===== config.mk =====
export PLATFORM = sky130hd
export DESIGN_NAME = sdram_init_seq
export DESIGN_NICKNAME = d
export VERILOG_FILES = /design/src/rtl/sdram_init_pkg.sv /design/src/rtl/sdram_init_timer.sv /design/src/rtl/sdram_init_mode_word.sv /design/src/rtl/sdram_init_fsm.sv /design/src/rtl/sdram_init_seq.sv
export SDC_FILE = /design/constraint.sdc
export NUM_CORES = 1
export LEC_CHECK = 0
export ABC_CLOCK_PERIOD_IN_PS = 1900
export BUFFER_PORTS_ARGS = -buffer_cell sky130_fd_sc_hd__buf_2
export CAP_MARGIN = 10
export CELL_PAD_IN_SITES_DETAIL_PLACEMENT = 1
export CELL_PAD_IN_SITES_GLOBAL_PLACEMENT = 2
export CORE_MARGIN = 1
export CORE_UTILIZATION = 25
export CTS_CLUSTER_SIZE = 10
export DETAILED_ROUTE_END_ITERATION = 7
export PLACE_DENSITY_LB_ADDON = 0.12
export SLEW_MARGIN = 30
export SYNTH_ARGS = -nofsm -noshare
export SYNTH_HDL_FRONTEND = slang
export SYNTH_SLANG_ARGS = --single-unit

===== constraint.sdc =====
create_clock -name clk -period 1.9 [get_ports clk]
set_input_delay 0.38 -clock clk [delete_from_list [all_inputs] [get_ports clk]]
set_output_delay 0.38 -clock clk [all_outputs]
set_load 0.005 [all_outputs]

===== src/rtl/sdram_init_pkg.sv =====
package sdram_init_pkg;

   typedef enum logic [3:0] {
      S_WAIT_CLK,
      S_POWERUP,
      S_PRECHARGE,
      S_WAIT_RP,
      S_REF_A,
      S_WAIT_RC_A,
      S_REF_B,
      S_WAIT_RC_B,
      S_LOAD_MODE,
      S_WAIT_MRD,
      S_READY
   } init_state_e;

   // {cs_n, ras_n, cas_n, we_n}
   typedef logic [3:0] sd_cmd_t;

   localparam sd_cmd_t CMD_INHIBIT   = 4'b1111;
   localparam sd_cmd_t CMD_NOP       = 4'b0111;
   localparam sd_cmd_t CMD_PRECHARGE = 4'b0010;
   localparam sd_cmd_t CMD_REFRESH   = 4'b0001;
   localparam sd_cmd_t CMD_LOAD_MODE = 4'b0000;

   // Round a delay up to whole cycles, never below a floor.
   function automatic int unsigned ns_to_cycles(input int unsigned ns,
                                                input int unsigned mhz,
                                                input int unsigned floor_cyc);
      int unsigned c;
      c = (ns * mhz + 999) / 1000;
      return (c < floor_cyc) ? floor_cyc : c;
   endfunction

endpackage


===== src/rtl/sdram_init_timer.sv =====
module sdram_init_timer #(
   parameter int CNT_W = 13
) (
   input  logic             clk,
   input  logic             rst,
   input  logic             load,
   input  logic [CNT_W-1:0] load_val,
   output logic             expired
);

   logic [CNT_W-1:0] cnt_q;

   always_ff @(posedge clk) begin
      if (rst) begin
         cnt_q <= '0;
      end else if (load) begin
         cnt_q <= load_val;
      end else if (cnt_q != '0) begin
         cnt_q <= cnt_q - 1'b1;
      end
   end

   assign expired = (cnt_q == '0);

endmodule


===== src/rtl/sdram_init_mode_word.sv =====
module sdram_init_mode_word #(
   parameter int         ADDR_W      = 12,
   parameter logic [2:0] BL_CODE     = 3'd3,
   parameter logic       BURST_TYPE  = 1'b0,
   parameter logic [2:0] CAS_LAT     = 3'd3,
   parameter logic       WRITE_BURST = 1'b0
) (
   output logic [ADDR_W-1:0] word
);

   localparam int MODE_W = 12;

   logic [MODE_W-1:0] core;

   // reserved (11:10), write burst (9), op mode (8:7), CL (6:4), BT (3), BL (2:0)
   assign core = {2'b00, WRITE_BURST, 2'b00, CAS_LAT, BURST_TYPE, BL_CODE};

   generate
      if (ADDR_W > MODE_W) begin : g_pad
         assign word = {{(ADDR_W-MODE_W){1'b0}}, core};
      end else begin : g_exact
         assign word = core[ADDR_W-1:0];
      end
   endgenerate

endmodule


===== src/rtl/sdram_init_fsm.sv =====
module sdram_init_fsm
   import sdram_init_pkg::*;
#(
   parameter int CNT_W   = 13,
   parameter int PWR_CYC = 5000,
   parameter int RP_CYC  = 2,
   parameter int RC_CYC  = 4,
   parameter int MRD_CYC = 2
) (
   input  logic             clk,
   input  logic             rst,
   input  logic             clk_stable,
   input  logic             tmr_expired,
   output logic             tmr_load,
   output logic [CNT_W-1:0] tmr_val,
   output init_state_e      state
);

   localparam logic [CNT_W-1:0] PWR_LOAD = CNT_W'(PWR_CYC - 1);
   localparam logic [CNT_W-1:0] RP_LOAD  = CNT_W'(RP_CYC - 2);
   localparam logic [CNT_W-1:0] RC_LOAD  = CNT_W'(RC_CYC - 2);
   localparam logic [CNT_W-1:0] MRD_LOAD = CNT_W'(MRD_CYC - 2);

   init_state_e state_q, state_d;

   always_comb begin
      state_d  = state_q;
      tmr_load = 1'b0;
      tmr_val  = '0;
      unique case (state_q)
         S_WAIT_CLK: if (clk_stable) begin
            state_d  = S_POWERUP;
            tmr_load = 1'b1;
            tmr_val  = PWR_LOAD;
         end
         S_POWERUP:   if (tmr_expired) state_d = S_PRECHARGE;
         S_PRECHARGE: begin
            state_d  = S_WAIT_RP;
            tmr_load = 1'b1;
            tmr_val  = RP_LOAD;
         end
         S_WAIT_RP:   if (tmr_expired) state_d = S_REF_A;
         S_REF_A: begin
            state_d  = S_WAIT_RC_A;
            tmr_load = 1'b1;
            tmr_val  = RC_LOAD;
         end
         S_WAIT_RC_A: if (tmr_expired) state_d = S_REF_B;
         S_REF_B: begin
            state_d  = S_WAIT_RC_B;
            tmr_load = 1'b1;
            tmr_val  = RC_LOAD;
         end
         S_WAIT_RC_B: if (tmr_expired) state_d = S_LOAD_MODE;
         S_LOAD_MODE: begin
            state_d  = S_WAIT_MRD;
            tmr_load = 1'b1;
            tmr_val  = MRD_LOAD;
         end
         S_WAIT_MRD:  if (tmr_expired) state_d = S_READY;
         S_READY:     state_d = S_READY;
         default:     state_d = S_WAIT_CLK;
      endcase
   end

   always_ff @(posedge clk) begin
      if (rst) state_q <= S_WAIT_CLK;
      else     state_q <= state_d;
   end

   assign state = state_q;

endmodule


===== src/rtl/sdram_init_seq.sv =====
module sdram_init_seq
   import sdram_init_pkg::*;
#(
   parameter int         CLK_MHZ      = 50,
   parameter int         T_POWERUP_NS = 100_000,
   parameter int         T_RP_NS      = 20,
   parameter int         T_RC_NS      = 70,
   parameter int         T_MRD_CYC    = 2,
   parameter int         ADDR_W       = 12,
   parameter int         BANK_W       = 2,
   parameter int         AP_BIT       = 10,
   parameter logic [2:0] BL_CODE      = 3'd3,
   parameter logic       BURST_TYPE   = 1'b0,
   parameter logic [2:0] CAS_LAT      = 3'd3,
   parameter logic       WRITE_BURST  = 1'b0
) (
   input  logic              clk,
   input  logic              rst,
   input  logic              clk_stable,
   output logic              sd_cs_n,
   output logic              sd_ras_n,
   output logic              sd_cas_n,
   output logic              sd_we_n,
   output logic [ADDR_W-1:0] sd_addr,
   output logic [BANK_W-1:0] sd_bank,
   output logic              init_done
);

   localparam int PWR_CYC = ns_to_cycles(T_POWERUP_NS, CLK_MHZ, 1);
   localparam int RP_CYC  = ns_to_cycles(T_RP_NS, CLK_MHZ, 2);
   localparam int RC_CYC  = ns_to_cycles(T_RC_NS, CLK_MHZ, 2);
   localparam int MAX_A   = (PWR_CYC > RP_CYC) ? PWR_CYC : RP_CYC;
   localparam int MAX_B   = (RC_CYC > T_MRD_CYC) ? RC_CYC : T_MRD_CYC;
   localparam int MAX_CYC = (MAX_A > MAX_B) ? MAX_A : MAX_B;
   localparam int CNT_W   = $clog2(MAX_CYC + 1);

   // elaboration-time parameter checks
   generate
      if (ADDR_W < 12) begin : g_bad_addr
         $error("ADDR_W must hold the 12-bit mode word");
      end
      if (AP_BIT >= ADDR_W) begin : g_bad_ap
         $error("AP_BIT outside the address bus");
      end
      if (BANK_W < 1) begin : g_bad_bank
         $error("BANK_W must be at least 1");
      end
      if (T_MRD_CYC < 2) begin : g_bad_mrd
         $error("T_MRD_CYC must be at least 2");
      end
      if (CLK_MHZ < 1) begin : g_bad_clk
         $error("CLK_MHZ must be positive");
      end
      if (!(BL_CODE <= 3'd3 || (BL_CODE == 3'd7 && BURST_TYPE == 1'b0))) begin : g_bad_bl
         $error("burst length code reserved for this burst type");
      end
      if (CAS_LAT < 3'd1 || CAS_LAT > 3'd3) begin : g_bad_cl
         $error("CAS latency code reserved");
      end
   endgenerate

   init_state_e      state;
   logic             tmr_load;
   logic [CNT_W-1:0] tmr_val;
   logic             tmr_expired;
   logic [ADDR_W-1:0] mode_word;
   sd_cmd_t          cmd;

   sdram_init_timer #(.CNT_W(CNT_W)) timer_i (
      .clk      (clk),
      .rst      (rst),
      .load     (tmr_load),
      .load_val (tmr_val),
      .expired  (tmr_expired)
   );

   sdram_init_fsm #(
      .CNT_W   (CNT_W),
      .PWR_CYC (PWR_CYC),
      .RP_CYC  (RP_CYC),
      .RC_CYC  (RC_CYC),
      .MRD_CYC (T_MRD_CYC)
   ) fsm_i (
      .clk         (clk),
      .rst         (rst),
      .clk_stable  (clk_stable),
      .tmr_expired (tmr_expired),
      .tmr_load    (tmr_load),
      .tmr_val     (tmr_val),
      .state       (state)
   );

   sdram_init_mode_word #(
      .ADDR_W      (ADDR_W),
      .BL_CODE     (BL_CODE),
      .BURST_TYPE  (BURST_TYPE),
      .CAS_LAT     (CAS_LAT),
      .WRITE_BURST (WRITE_BURST)
   ) mode_i (
      .word (mode_word)
   );

   always_comb begin
      cmd     = CMD_NOP;
      sd_addr = '0;
      unique case (state)
         S_WAIT_CLK:  cmd = CMD_INHIBIT;
         S_PRECHARGE: begin
            cmd             = CMD_PRECHARGE;
            sd_addr[AP_BIT] = 1'b1;
         end
         S_REF_A,
         S_REF_B:     cmd = CMD_REFRESH;
         S_LOAD_MODE: begin
            cmd     = CMD_LOAD_MODE;
            sd_addr = mode_word;
         end
         default:     cmd = CMD_NOP;
      endcase
   end

   assign {sd_cs_n, sd_ras_n, sd_cas_n, sd_we_n} = cmd;
   assign sd_bank   = '0;
   assign init_done = (state == S_READY);

endmodule


==> qor.tcl <==
set qor(globalplace.congestion) 0.783
set qor(port_buffers) 12
set qor(whs_ns) 0.424
set qor(yosysSeqAreaShare_pct) 31.3
set qor(postLayoutCoreUtil_pct) 31.9
set qor(top_level_ports) 22
set qor(rsz0062_at_grt) {yes}
set qor(synthesis.area_um2) 1090
set qor(global_route.overflow_total) 0
set qor(antenna_cells_inserted) 0
set qor(via_density) 4.63
set qor(htree_num_levels) 1
set qor(clock_insertion_delay_worst_skew_ns) 0.25
set qor(critPathMaxStageDelay_ns) 0.49
set qor(timing.final.crit_share_pct) 97.7
set qor(cp_max_fo) 3
set qor(finalNetCount) 152
set qor(core_region_area_um2) 4090
set qor(finClkSkew_ns) 0.00409
set qor(tritoncts_num_sinks) 17
set qor(timing.critical_path.arrival_ns) 2.00
set qor(synthFlopType) {sky130_fd_sc_hd__dfxtp_1}
set qor(tritoncts) {built}
set qor(crit_path_cell_chain) {inv_2 -> ha_4 -> or4b_4 -> buf_6 -> nor4_4 -> xnor2_1 -> nor3_2}
set qor(netSwitchingFraction_pct) 37.9
set qor(cp.required_ns) 2.05
set qor(avgSynthCellArea_um2) 8.76
set qor(wl_cell_um) 13.1
set qor(floorplan.die_area_um2) 4610
set qor(finalCriticalPeriod_ns) 1.86
set qor(grt_pass1_vias) 882
set qor(critical_path_class) {reg2reg}
set qor(cts_made_buffers) 3
set qor(drt-initial-drc-count) 23
set qor(maxSlewViolCount) 0
set qor(total_placed_instance_area_um2) 1210
set qor(power.share.sequential_pct) 33.8
set qor(synth_edf_count) 0
set qor(synth_async_sr_flop_share_pct) 0
set qor(number_of_cells_produced_by_synthesis) 124
set qor(vdd.ir_drop.worst_v) 0.000389
set qor(area_growth_syn_to_layout_pct) 20.2
set qor(timing_hold_violations_final) 0
set qor(ys_ff_latch) 17
set qor(critPathCaptureType) {register}
set qor(layout-drive-gt1-share_pct) 32.9
set qor(first_pass_grt_wire_length_mm) 4.14
set qor(cellInternalPower_w) 0.00101
set qor(initial_antenna_violation_count) 0
set qor(worst-path-buf-inv) 2
set qor(fin_ws_ns) 0.0441
set qor(global_route.usage.total_pct) 12.4
set qor(timing.critical_path.max_delay_family) {simple AND/OR/NAND/NOR gates}
set qor(path_clk_slew_ns) 0.07
set qor(starting_utilization_of_the_core_area_pct) 26.6
set qor(netSwitchingPower_w) 0.000615
set qor(achievable-frequency_ghz) 0.539
set qor(maximum_number_of_pins_on_one_net_before_global_route_repair) 12
set qor(drt_drc_violations_left) 0
set qor(post_route_cell_area_um2) 1310
set qor(die_h_um) 67.9
set qor(cellLeakagePower_nw) 0.515
set qor(placementRows) 23
set qor(run_status) {finished, final reports clean}
set qor(wirelength_mm) 2.56
set qor(power.share.combinational_pct) 49.4
set qor(die_x_um) 67.9
set qor(clock_power_share_pct) 16.8
set qor(worst_hold_path_type) {in2reg}
set qor(synth_cell_types) 39
set qor(place_ws_ns) -0.0517
set qor(yosys_warnings) 0
set qor(cap_viol_max_count) 0
set qor(post-dp-hpwl_mm) 1.95
set qor(remaining_antenna_violation_count) 0
set qor(router_iterations_before_antenna_repair) 3
set qor(crit_slowest_cell) {sky130_fd_sc_hd__or4b_4}
set qor(cts_max_path_buffers) 2
set qor(cts_hold_buf) 0
set qor(p_per_area_nw_per_um2) 1240
set qor(clockRootBuffer) {sky130_fd_sc_hd__clkbuf_8}
set qor(vias) 908
set qor(worstSetupStartpointType) {register}
set qor(final-setup-viol-count) 0
flip-flops by register name, summed over array words and instances (netlist names):
signal / cells
timer_i.cnt_q: 13
fsm_i.state: 4
path summary, 6_finish.rpt:
path	startpoint	slack (ns)	cells after the start	to
worst max-delay path	timer_i.cnt_q[1]	0.04	7	fsm_i.state[2]
worst min-delay path	rst	0.42	2	fsm_i.state[3]
worst max register to register	timer_i.cnt_q[1]	0.04	7	fsm_i.state[2]
worst min register to register	fsm_i.state[3]	0.52	1	fsm_i.state[2]
routing by layer:
layer,up-vias,part of all wire [%],track usage (%)
met1,428,52,15.8
met3,4,3.4,4.00
met2,17,44,19.9
met5,-,0,0
met4,0,0.63,3.13
li1,459,-,-
logic make-up after synthesis:
family	count (synthesis)	synth area share, %
AND/OR/NAND/NOR	49	29.5
buffers and inverters	22	13.0
AO/OA/AOI/OAI	20	12.8
flip-flops	17	31.3
XOR/XNOR	11	8.87
adder cells (fa/ha/maj)	2	2.30
multiplexers	2	1.84
other	1	0.345
cell type report:
cell class | instances | area, um^2
clock buffer | 4 | 45.0
fill | 495 | 2780
inverter | 5 | 18.8
multi-input combinational | 93 | 653
sequential | 17 | 345
tap | 50 | 62.6
timing repair buffer | 27 | 180
power groups by stage:
stage	Sequential (W)	Clock (W)	Combinational [W]
final	0.000548	0.000273	0.000802
after floorplan	0.000522	0	0.000566
after global placement	0.000545	0	0.000760
after global routing	0.000562	0.000313	0.000889
after detailed placement	0.000550	0	0.000755
after CTS	0.000546	0.000287	0.000799
synthesized netlist by cell type (2+ instances only):
| master | number | area share (%) |
|---|---|---|
| sky130_fd_sc_hd__nand2_1 | 5 | 1.7 |
| sky130_fd_sc_hd__inv_1 | 5 | 1.7 |
| sky130_fd_sc_hd__ha_1 | 2 | 2.3 |
| sky130_fd_sc_hd__nand3_1 | 2 | 0.92 |
| sky130_fd_sc_hd__or3_1 | 2 | 1.2 |
| sky130_fd_sc_hd__nor4b_1 | 2 | 1.6 |
| sky130_fd_sc_hd__mux2i_1 | 2 | 1.8 |
| sky130_fd_sc_hd__or2_2 | 2 | 1.2 |
| sky130_fd_sc_hd__nor4_1 | 6 | 3.5 |
| sky130_fd_sc_hd__o21ai_0 | 6 | 2.8 |
| sky130_fd_sc_hd__a21oi_1 | 7 | 3.2 |
| sky130_fd_sc_hd__nor3_1 | 6 | 2.8 |
| sky130_fd_sc_hd__xor2_1 | 2 | 1.6 |
| sky130_fd_sc_hd__buf_2 | 2 | 0.92 |
| sky130_fd_sc_hd__xnor2_1 | 9 | 7.3 |
| sky130_fd_sc_hd__buf_4 | 13 | 9.0 |
| sky130_fd_sc_hd__dfxtp_1 | 17 | 31 |
| sky130_fd_sc_hd__nor2_1 | 9 | 3.1 |
| sky130_fd_sc_hd__nor2b_1 | 2 | 1.2 |
| sky130_fd_sc_hd__or4_4 | 2 | 2.1 |
| sky130_fd_sc_hd__nand2b_1 | 3 | 1.7 |
cell usage in the layout, fill, tap and decap left out, types with 2 or more instances in the layout:
cell,Yosys,routed
sky130_fd_sc_hd__buf_4,13,13
sky130_fd_sc_hd__conb_1,1,9
sky130_fd_sc_hd__mux2i_1,2,2
sky130_fd_sc_hd__buf_2,2,12
sky130_fd_sc_hd__dfxtp_1,17,13
sky130_fd_sc_hd__nand2b_1,3,3
sky130_fd_sc_hd__nand2_1,5,5
sky130_fd_sc_hd__xor2_1,2,2
sky130_fd_sc_hd__inv_2,0,2
sky130_fd_sc_hd__or4_4,2,2
sky130_fd_sc_hd__xnor2_1,9,9
sky130_fd_sc_hd__nor4_1,6,6
sky130_fd_sc_hd__nor2b_1,2,2
sky130_fd_sc_hd__or2_2,2,2
sky130_fd_sc_hd__dfxtp_2,0,4
sky130_fd_sc_hd__or3_1,2,2
sky130_fd_sc_hd__o21ai_0,6,5
sky130_fd_sc_hd__clkbuf_8,0,3
sky130_fd_sc_hd__nor3_1,6,6
sky130_fd_sc_hd__nor2_1,9,9
sky130_fd_sc_hd__inv_1,5,3
sky130_fd_sc_hd__buf_6,1,2
sky130_fd_sc_hd__nand3_1,2,2
sky130_fd_sc_hd__a21oi_1,7,7
repair_timing:
action / 4_1_cts / 5_1_grt
gates resized for setup: 8 / 4
setup buffers: 1 / 1
pin swaps: 3 / 3
endpoints found under the setup margin: 10 / 11
metrics by stage:
| stage | instances | total power (W) | TNS, ns |
|---|---|---|---|
| 2_1_floorplan | 132 | 0.00109 | 0 |
| 3_3_place_gp | 190 | 0.00130 | 0 |
| 3_5_place_dp | 190 | 0.00130 | -0.151 |
| 4_1_cts | 195 | 0.00163 | 0 |
| 5_1_grt | 196 | 0.00176 | -0.0282 |
| 6_report | 196 | 0.00162 | 0 |
Power figures use the tool's default switching activity.
